File: config.mk
export PLATFORM = sky130hd
export DESIGN_NAME = dma_m2m_mover
export DESIGN_NICKNAME = d
export VERILOG_FILES = /design/src/rtl/dma_m2m_pkg.sv /design/src/rtl/dma_m2m_regs.sv /design/src/rtl/dma_m2m_addr_chan.sv /design/src/rtl/dma_m2m_seq.sv /design/src/rtl/dma_m2m_mover.sv
export SDC_FILE = /design/constraint.sdc
export NUM_CORES = 1
export LEC_CHECK = 0
export BUFFER_PORTS_ARGS = -buffer_cell sky130_fd_sc_hd__buf_2
export CAP_MARGIN = 15
export CORE_ASPECT_RATIO = 1.5
export CORE_MARGIN = 2
export CORE_UTILIZATION = 48
export CTS_CLUSTER_SIZE = 25
export DETAILED_ROUTE_END_ITERATION = 8
export HOLD_SLACK_MARGIN = 0.1
export PLACE_DENSITY = 0.79
export SLEW_MARGIN = 40
export SYNTH_ARGS = -nofsm -noshare
export SYNTH_HDL_FRONTEND = slang
export SYNTH_SLANG_ARGS = --single-unit
File: constraint.sdc
create_clock -name clk -period 4.95 [get_ports clk]
set_input_delay 0 -clock clk [delete_from_list [all_inputs] [get_ports clk]]
set_output_delay 0 -clock clk [all_outputs]
set_load 0.005 [all_outputs]
File: src/rtl/dma_m2m_pkg.sv
package dma_m2m_pkg;
  typedef enum logic [2:0] {
    ST_IDLE,
    ST_HOLD,
    ST_RD,
    ST_WR,
    ST_FIN
  } mover_state_t;

  localparam logic [2:0] REG_SRC  = 3'd0;
  localparam logic [2:0] REG_DST  = 3'd1;
  localparam logic [2:0] REG_CNT  = 3'd2;
  localparam logic [2:0] REG_CMD  = 3'd3;
  localparam logic [2:0] REG_DIR  = 3'd4;
  localparam logic [2:0] REG_REQ  = 3'd5;

  localparam int NUM_CHAN = 2;

  typedef struct packed {
    logic fill;
    logic mm_en;
  } mover_cmd_t;
endpackage

File: src/rtl/dma_m2m_regs.sv
module dma_m2m_regs
  import dma_m2m_pkg::*;
#(
  parameter int AW   = 16,
  parameter int CW   = 16,
  parameter int CFGW = 16
) (
  input  logic            clk,
  input  logic            rst_n,
  input  logic            cfg_we,
  input  logic [2:0]      cfg_addr,
  input  logic [CFGW-1:0] cfg_wdata,
  input  logic            busy_i,
  output logic [AW-1:0]   src_base_o,
  output logic [AW-1:0]   dst_base_o,
  output logic [CW-1:0]   cnt_base_o,
  output mover_cmd_t      cmd_o,
  output logic            src_dec_o,
  output logic            dst_dec_o,
  output logic            start_o
);
  logic wr_ok;
  assign wr_ok = cfg_we && !busy_i;

  always_ff @(posedge clk or negedge rst_n) begin
    if (!rst_n) begin
      src_base_o <= '0;
      dst_base_o <= '0;
      cnt_base_o <= '0;
      cmd_o      <= '0;
      src_dec_o  <= 1'b0;
      dst_dec_o  <= 1'b0;
    end else if (wr_ok) begin
      unique case (cfg_addr)
        REG_SRC: src_base_o <= cfg_wdata[AW-1:0];
        REG_DST: dst_base_o <= cfg_wdata[AW-1:0];
        REG_CNT: cnt_base_o <= cfg_wdata[CW-1:0];
        REG_CMD: begin
          cmd_o.mm_en <= cfg_wdata[0];
          cmd_o.fill  <= cfg_wdata[1];
        end
        REG_DIR: begin
          src_dec_o <= cfg_wdata[0];
          dst_dec_o <= cfg_wdata[1];
        end
        default: ;
      endcase
    end
  end

  assign start_o = wr_ok && (cfg_addr == REG_REQ) && cfg_wdata[0] && cmd_o.mm_en;
endmodule

File: src/rtl/dma_m2m_addr_chan.sv
module dma_m2m_addr_chan #(
  parameter int AW = 16
) (
  input  logic          clk,
  input  logic          rst_n,
  input  logic          load_i,
  input  logic [AW-1:0] base_i,
  input  logic          step_i,
  input  logic          dec_i,
  output logic [AW-1:0] cur_o
);
  always_ff @(posedge clk or negedge rst_n) begin
    if (!rst_n)
      cur_o <= '0;
    else if (load_i)
      cur_o <= base_i;
    else if (step_i)
      cur_o <= dec_i ? cur_o - 1'b1 : cur_o + 1'b1;
  end
endmodule

File: src/rtl/dma_m2m_seq.sv
module dma_m2m_seq
  import dma_m2m_pkg::*;
#(
  parameter int DW = 8,
  parameter int CW = 16
) (
  input  logic          clk,
  input  logic          rst_n,
  input  logic          start_i,
  input  logic [CW-1:0] cnt_base_i,
  input  logic          fill_i,
  input  logic          hold_ack,
  input  logic          mem_rdy,
  input  logic [DW-1:0] mem_rdata,
  output logic          hold_req,
  output logic          mem_req,
  output logic          mem_we,
  output logic [DW-1:0] mem_wdata,
  output logic          src_step_o,
  output logic          dst_step_o,
  output logic          busy_o,
  output logic          eot,
  output logic          done
);
  mover_state_t state_q, state_d;
  logic [CW-1:0] remain_q;
  logic [DW-1:0] hold_byte_q;
  logic          rd_hs, wr_hs, last_byte;

  assign rd_hs     = (state_q == ST_RD) && mem_rdy;
  assign wr_hs     = (state_q == ST_WR) && mem_rdy;
  assign last_byte = (remain_q == '0);

  always_comb begin
    state_d = state_q;
    unique case (state_q)
      ST_IDLE: if (start_i)  state_d = ST_HOLD;
      ST_HOLD: if (hold_ack) state_d = ST_RD;
      ST_RD:   if (mem_rdy)  state_d = ST_WR;
      ST_WR:   if (mem_rdy)  state_d = last_byte ? ST_FIN : ST_RD;
      ST_FIN:                state_d = ST_IDLE;
      default:               state_d = ST_IDLE;
    endcase
  end

  always_ff @(posedge clk or negedge rst_n) begin
    if (!rst_n) begin
      state_q     <= ST_IDLE;
      remain_q    <= '0;
      hold_byte_q <= '0;
      done        <= 1'b0;
    end else begin
      state_q <= state_d;
      if (start_i && state_q == ST_IDLE) begin
        remain_q <= cnt_base_i;
        done     <= 1'b0;
      end else if (wr_hs && !last_byte) begin
        remain_q <= remain_q - 1'b1;
      end
      if (rd_hs)
        hold_byte_q <= mem_rdata;
      if (wr_hs && last_byte)
        done <= 1'b1;
    end
  end

  assign hold_req   = (state_q != ST_IDLE);
  assign busy_o     = (state_q != ST_IDLE);
  assign mem_req    = (state_q == ST_RD) || (state_q == ST_WR);
  assign mem_we     = (state_q == ST_WR);
  assign mem_wdata  = hold_byte_q;
  assign eot        = (state_q == ST_FIN);
  assign src_step_o = rd_hs && !fill_i;
  assign dst_step_o = wr_hs;
endmodule

File: src/rtl/dma_m2m_mover.sv
module dma_m2m_mover
  import dma_m2m_pkg::*;
#(
  parameter int AW   = 16,
  parameter int DW   = 8,
  parameter int CW   = 16,
  parameter int CFGW = (AW > CW) ? AW : CW
) (
  input  logic            clk,
  input  logic            rst_n,
  input  logic            cfg_we,
  input  logic [2:0]      cfg_addr,
  input  logic [CFGW-1:0] cfg_wdata,
  output logic            hold_req,
  input  logic            hold_ack,
  output logic            mem_req,
  input  logic            mem_rdy,
  output logic            mem_we,
  output logic [AW-1:0]   mem_addr,
  output logic [DW-1:0]   mem_wdata,
  input  logic [DW-1:0]   mem_rdata,
  output logic            eot,
  output logic            done
);
  logic [AW-1:0] src_base, dst_base;
  logic [CW-1:0] cnt_base;
  mover_cmd_t    cmd;
  logic          src_dec, dst_dec, start, busy, src_step, dst_step;

  logic [AW-1:0] ch_base [NUM_CHAN];
  logic          ch_step [NUM_CHAN];
  logic          ch_dec  [NUM_CHAN];
  logic [AW-1:0] ch_cur  [NUM_CHAN];

  dma_m2m_regs #(.AW(AW), .CW(CW), .CFGW(CFGW)) u_regs (
    .clk        (clk),
    .rst_n      (rst_n),
    .cfg_we     (cfg_we),
    .cfg_addr   (cfg_addr),
    .cfg_wdata  (cfg_wdata),
    .busy_i     (busy),
    .src_base_o (src_base),
    .dst_base_o (dst_base),
    .cnt_base_o (cnt_base),
    .cmd_o      (cmd),
    .src_dec_o  (src_dec),
    .dst_dec_o  (dst_dec),
    .start_o    (start)
  );

  assign ch_base[0] = src_base;
  assign ch_base[1] = dst_base;
  assign ch_step[0] = src_step;
  assign ch_step[1] = dst_step;
  assign ch_dec[0]  = src_dec;
  assign ch_dec[1]  = dst_dec;

  for (genvar g = 0; g < NUM_CHAN; g++) begin : g_chan
    dma_m2m_addr_chan #(.AW(AW)) u_chan (
      .clk    (clk),
      .rst_n  (rst_n),
      .load_i (start),
      .base_i (ch_base[g]),
      .step_i (ch_step[g]),
      .dec_i  (ch_dec[g]),
      .cur_o  (ch_cur[g])
    );
  end

  dma_m2m_seq #(.DW(DW), .CW(CW)) u_seq (
    .clk        (clk),
    .rst_n      (rst_n),
    .start_i    (start),
    .cnt_base_i (cnt_base),
    .fill_i     (cmd.fill),
    .hold_ack   (hold_ack),
    .mem_rdy    (mem_rdy),
    .mem_rdata  (mem_rdata),
    .hold_req   (hold_req),
    .mem_req    (mem_req),
    .mem_we     (mem_we),
    .mem_wdata  (mem_wdata),
    .src_step_o (src_step),
    .dst_step_o (dst_step),
    .busy_o     (busy),
    .eot        (eot),
    .done       (done)
  );

  assign mem_addr = mem_we ? ch_cur[1] : ch_cur[0];
endmodule

==> impl_results.md <==
* Clock edge transition at the registers on the reported setup and hold paths at 0.07 ns
* Final hold viol count at 0
* Cts hold-fix bufs at 29
* Diode count at 0
* Minimum clock period at 2.94 ns
* Worst Hold Margin at roughly 0.14 ns
* Global route total overflow at 0
* Fmax at approximately 340 MHz
* Worst setup margin at 2.01 ns
* Fillcell total at 1085
* Yosys Warn Count at 0
* CTS Buf Count at 9
* Core Area at 0.0130 mm2
* Root buf cell: clkbuf_16
* RSZ-0062 raised after global routing: false
* Max VDD drop at 0.283 mV
* Worst-path fanout max at 19
* Setup violators final at 0
* Clock buffer depth at 2
* Synth Register Bits at between 100 and 150
* H-tree levels at 3
* Initial DRC Count at between 300 and 400
* Routed length per instance at 19.0 um
* Power consumption at 4.99 mW
* Port bufs at 60
* Via Count at 5209
* Final ANT Viol Nets at 0
* Post-CTS resize count at 0
* DRT Pass-1 Iters at 5
* Worst slack, placed at 1.96 ns
* Worst-Margin Slew at 0.835 ns
* Clock latency on the worst-skew pair at 0.35 ns
* Final Wtd Congestion at 0.951
* CP required at ~5.2 ns
* Max-slew violations at 0
* # clock sinks at 112
* Yosys top cell by area: dfrtp_1
* Met2 wire len at 8.84 mm
* Fin crit share at just under 60%
* Post-synth top area share at 44.3%
* Row Count at 51
* Post-Syn Nets at 678
* HPWL Detailed at 12.0 mm
* FF+latch area at 0.00280 mm2
* TritonCTS clock tree: yes
* WP data arrival at about 3.2 ns
* Leak pwr at roughly 3.3 nW
* Ys async rst share at 100%
* Post-synthesis compound-gate area fraction at 16.4%
* Clk_skew at around 0.011 ns
* Max-cap viol count at 0
* Initial antenna violation count at 0
* Largest family of logic cells by synthesized area: compound AO/OA/AOI/OAI gates
* Pwr dens at 677 mW/mm2
* Final nets at around 760
* Post-CTS Setup Inserts at 0
* Post-synth EDFFs at 0
* Area delta synth->final at 16.8%
* Wl on met1 at 6.58 mm
* XOR/XNOR Fraction of Synth Area at 3.88%
* WL met3 at 462 um
* Status: completed
* Min-delay worst type: primary input to register
* Share of layout cells above drive strength 1 at 23.4%
* Setup total negative slack at 0 ns
* Wirelength, routed at between 15 and 20 mm
* Top area cells in the synthesized netlist: dfrtp_1 (44%), mux2_2 (11%), ha_1 (5.7%), nand2_1 (4.9%), a21oi_1 (2.8%)
* Post-Synthesis Cell Area at around 0.0063 mm2
* GRT Overall Usage at 23.5%
* Vias in the first global route at ~5300
* Critical Path Start Type: register
* CP Class: register to register
* Avg Inst Size Synth at 10.3 um2
* Simple-Gate Fraction of Synth Area at 14.8%
* Full die area at around 0.014 mm2
* Ys flop type: dfrtp_1
* Post-synthesis sequential area ratio at 44.3%
* I/O pin cnt at 61
* Slew HR at 44.1%
* Netlist cell types at 65
* Initial Util at 48.8%
* First-pass GRT wire length at 26.2 mm
* Cell count after synthesis at 615
* DRC viols at 0
* Synth cell count leaders: dfrtp_1 (112), nand2_1 (83), mux2_2 (64)
* Most numerous cell in the Yosys netlist: dfrtp_1
* Chip width at 97.7 um
* Multi-input gate area at 0.00341 mm2
* Pin count of the biggest net entering global routing at ~70
* Via density at 6.04
* Die Ht at 145 um
* Multiplexer share of the synthesized area at 12.0%
* Uppermost layer routed: met4
* Adder-cell area share of the yosys netlist at 6.37%
* Worst setup EP type: register
## registers in the layout, indices dropped and copies added, names as in the netlist
| register | count |
|---|---|
| u_regs.src_base_o | 16 |
| u_seq.remain_q | 16 |
| u_regs.src_dec_o | 1 |
| u_regs.cnt_base_o | 16 |
| u_regs.dst_dec_o | 1 |
| g_chan.u_chan.cur_o | 32 |
| u_regs.cmd_o | 2 |
| u_seq.done | 1 |
| u_seq.state_q | 3 |
| u_seq.mem_wdata | 8 |
| u_regs.dst_base_o | 16 |
## metal layers
| layer | up-vias | GRT usage (%) |
|---|---|---|
| li1 | 2429 | - |
| met1 | 2632 | 26.7 |
| met2 | 114 | 43.1 |
| met3 | 34 | 3.48 |
| met4 | 0 | 11.3 |
| met5 | - | 0 |
## worst max-delay path, stage by stage, from the launching register on
cell	delay (ns)
dfrtp_1	0.66
ha_1	0.51
a21oi_1	0.12
o21ai_0	0.26
a32oi_1	0.15
a311oi_1	0.44
or4b_2	0.63
nand3_1	0.10
## power by group
group / internal, mW / switching (mW) / leakage, nW
Sequential: 1.35 / 0.427 / 1.38
Clock: 0.375 / 0.333 / 0.141
Combinational: 1.17 / 1.35 / 1.81
Total: 2.89 / 2.11 / 3.33
## layout make-up
cell class              count  area share, %
clock inverters             4          0.492
flip-flops and latches    112           38.0
well taps                 159           2.70
multi-input cells         471           46.2
clock buffers              12           3.48
repair buffers             95           8.70
inverters                  10          0.509
## stage by stage
stage               cells  instance area, um2  util, %
finish                863                7380     57.0
global route          863                7380     57.0
CTS                   863                7370     56.9
detailed placement    818                6790     52.4
global placement      817                6770     52.3
floorplan             615                6320        -
## cell families after synthesis
family	count (synthesis)
compound gates	154
xor+xnor	28
fa+ha+maj	31
buf+inv	32
flops	112
mux	68
simple gates	190
## cells in the final DEF (no fill, tap or decap), types with 3 or more instances in the layout
cell type	Yosys	layout
a311oi_1	4	4
mux2i_1	4	4
o21a_1	6	6
nand4_1	4	4
dfrtp_1	112	112
dlygate4sd3_1	0	29
mux2_2	64	64
nor4_1	4	4
a22oi_1	20	20
ha_1	29	29
nand2b_1	4	4
nor2_1	37	34
xnor2_1	17	17
o21bai_1	4	4
a211oi_1	6	6
nor3b_1	3	3
a21o_1	9	9
xor2_1	11	11
clkbuf_16	0	9
o31ai_1	6	6
a221o_1	7	7
buf_4	1	6
o21ai_0	33	33
or2_2	3	3
a221oi_1	5	5
inv_1	10	10
nand2_1	83	83
nand4b_1	3	3
buf_2	4	59
and3_1	5	5
nor2b_1	3	3
a21oi_1	35	35
nor3_1	14	14
nand3_1	8	8
or3_1	4	4
## path summary, 6_finish.rpt
check,startpoint,end,slack [ns],cells after the start
setup reg to reg,u_regs.dst_dec_o,g_chan[1].u_chan.cur_o[14],2.01,7
hold / removal,cfg_addr[2],u_regs.src_base_o[0],0.14,3
min in group asynchronous,rst_n,u_seq.mem_wdata[0],0.19,2
max in group asynchronous,rst_n,g_chan[1].u_chan.cur_o[13],3.73,3
setup / recovery,u_regs.dst_dec_o,g_chan[1].u_chan.cur_o[14],2.01,7
hold reg to reg,u_seq.done,u_seq.done,0.48,1
(Power assumes the default switching activity.)
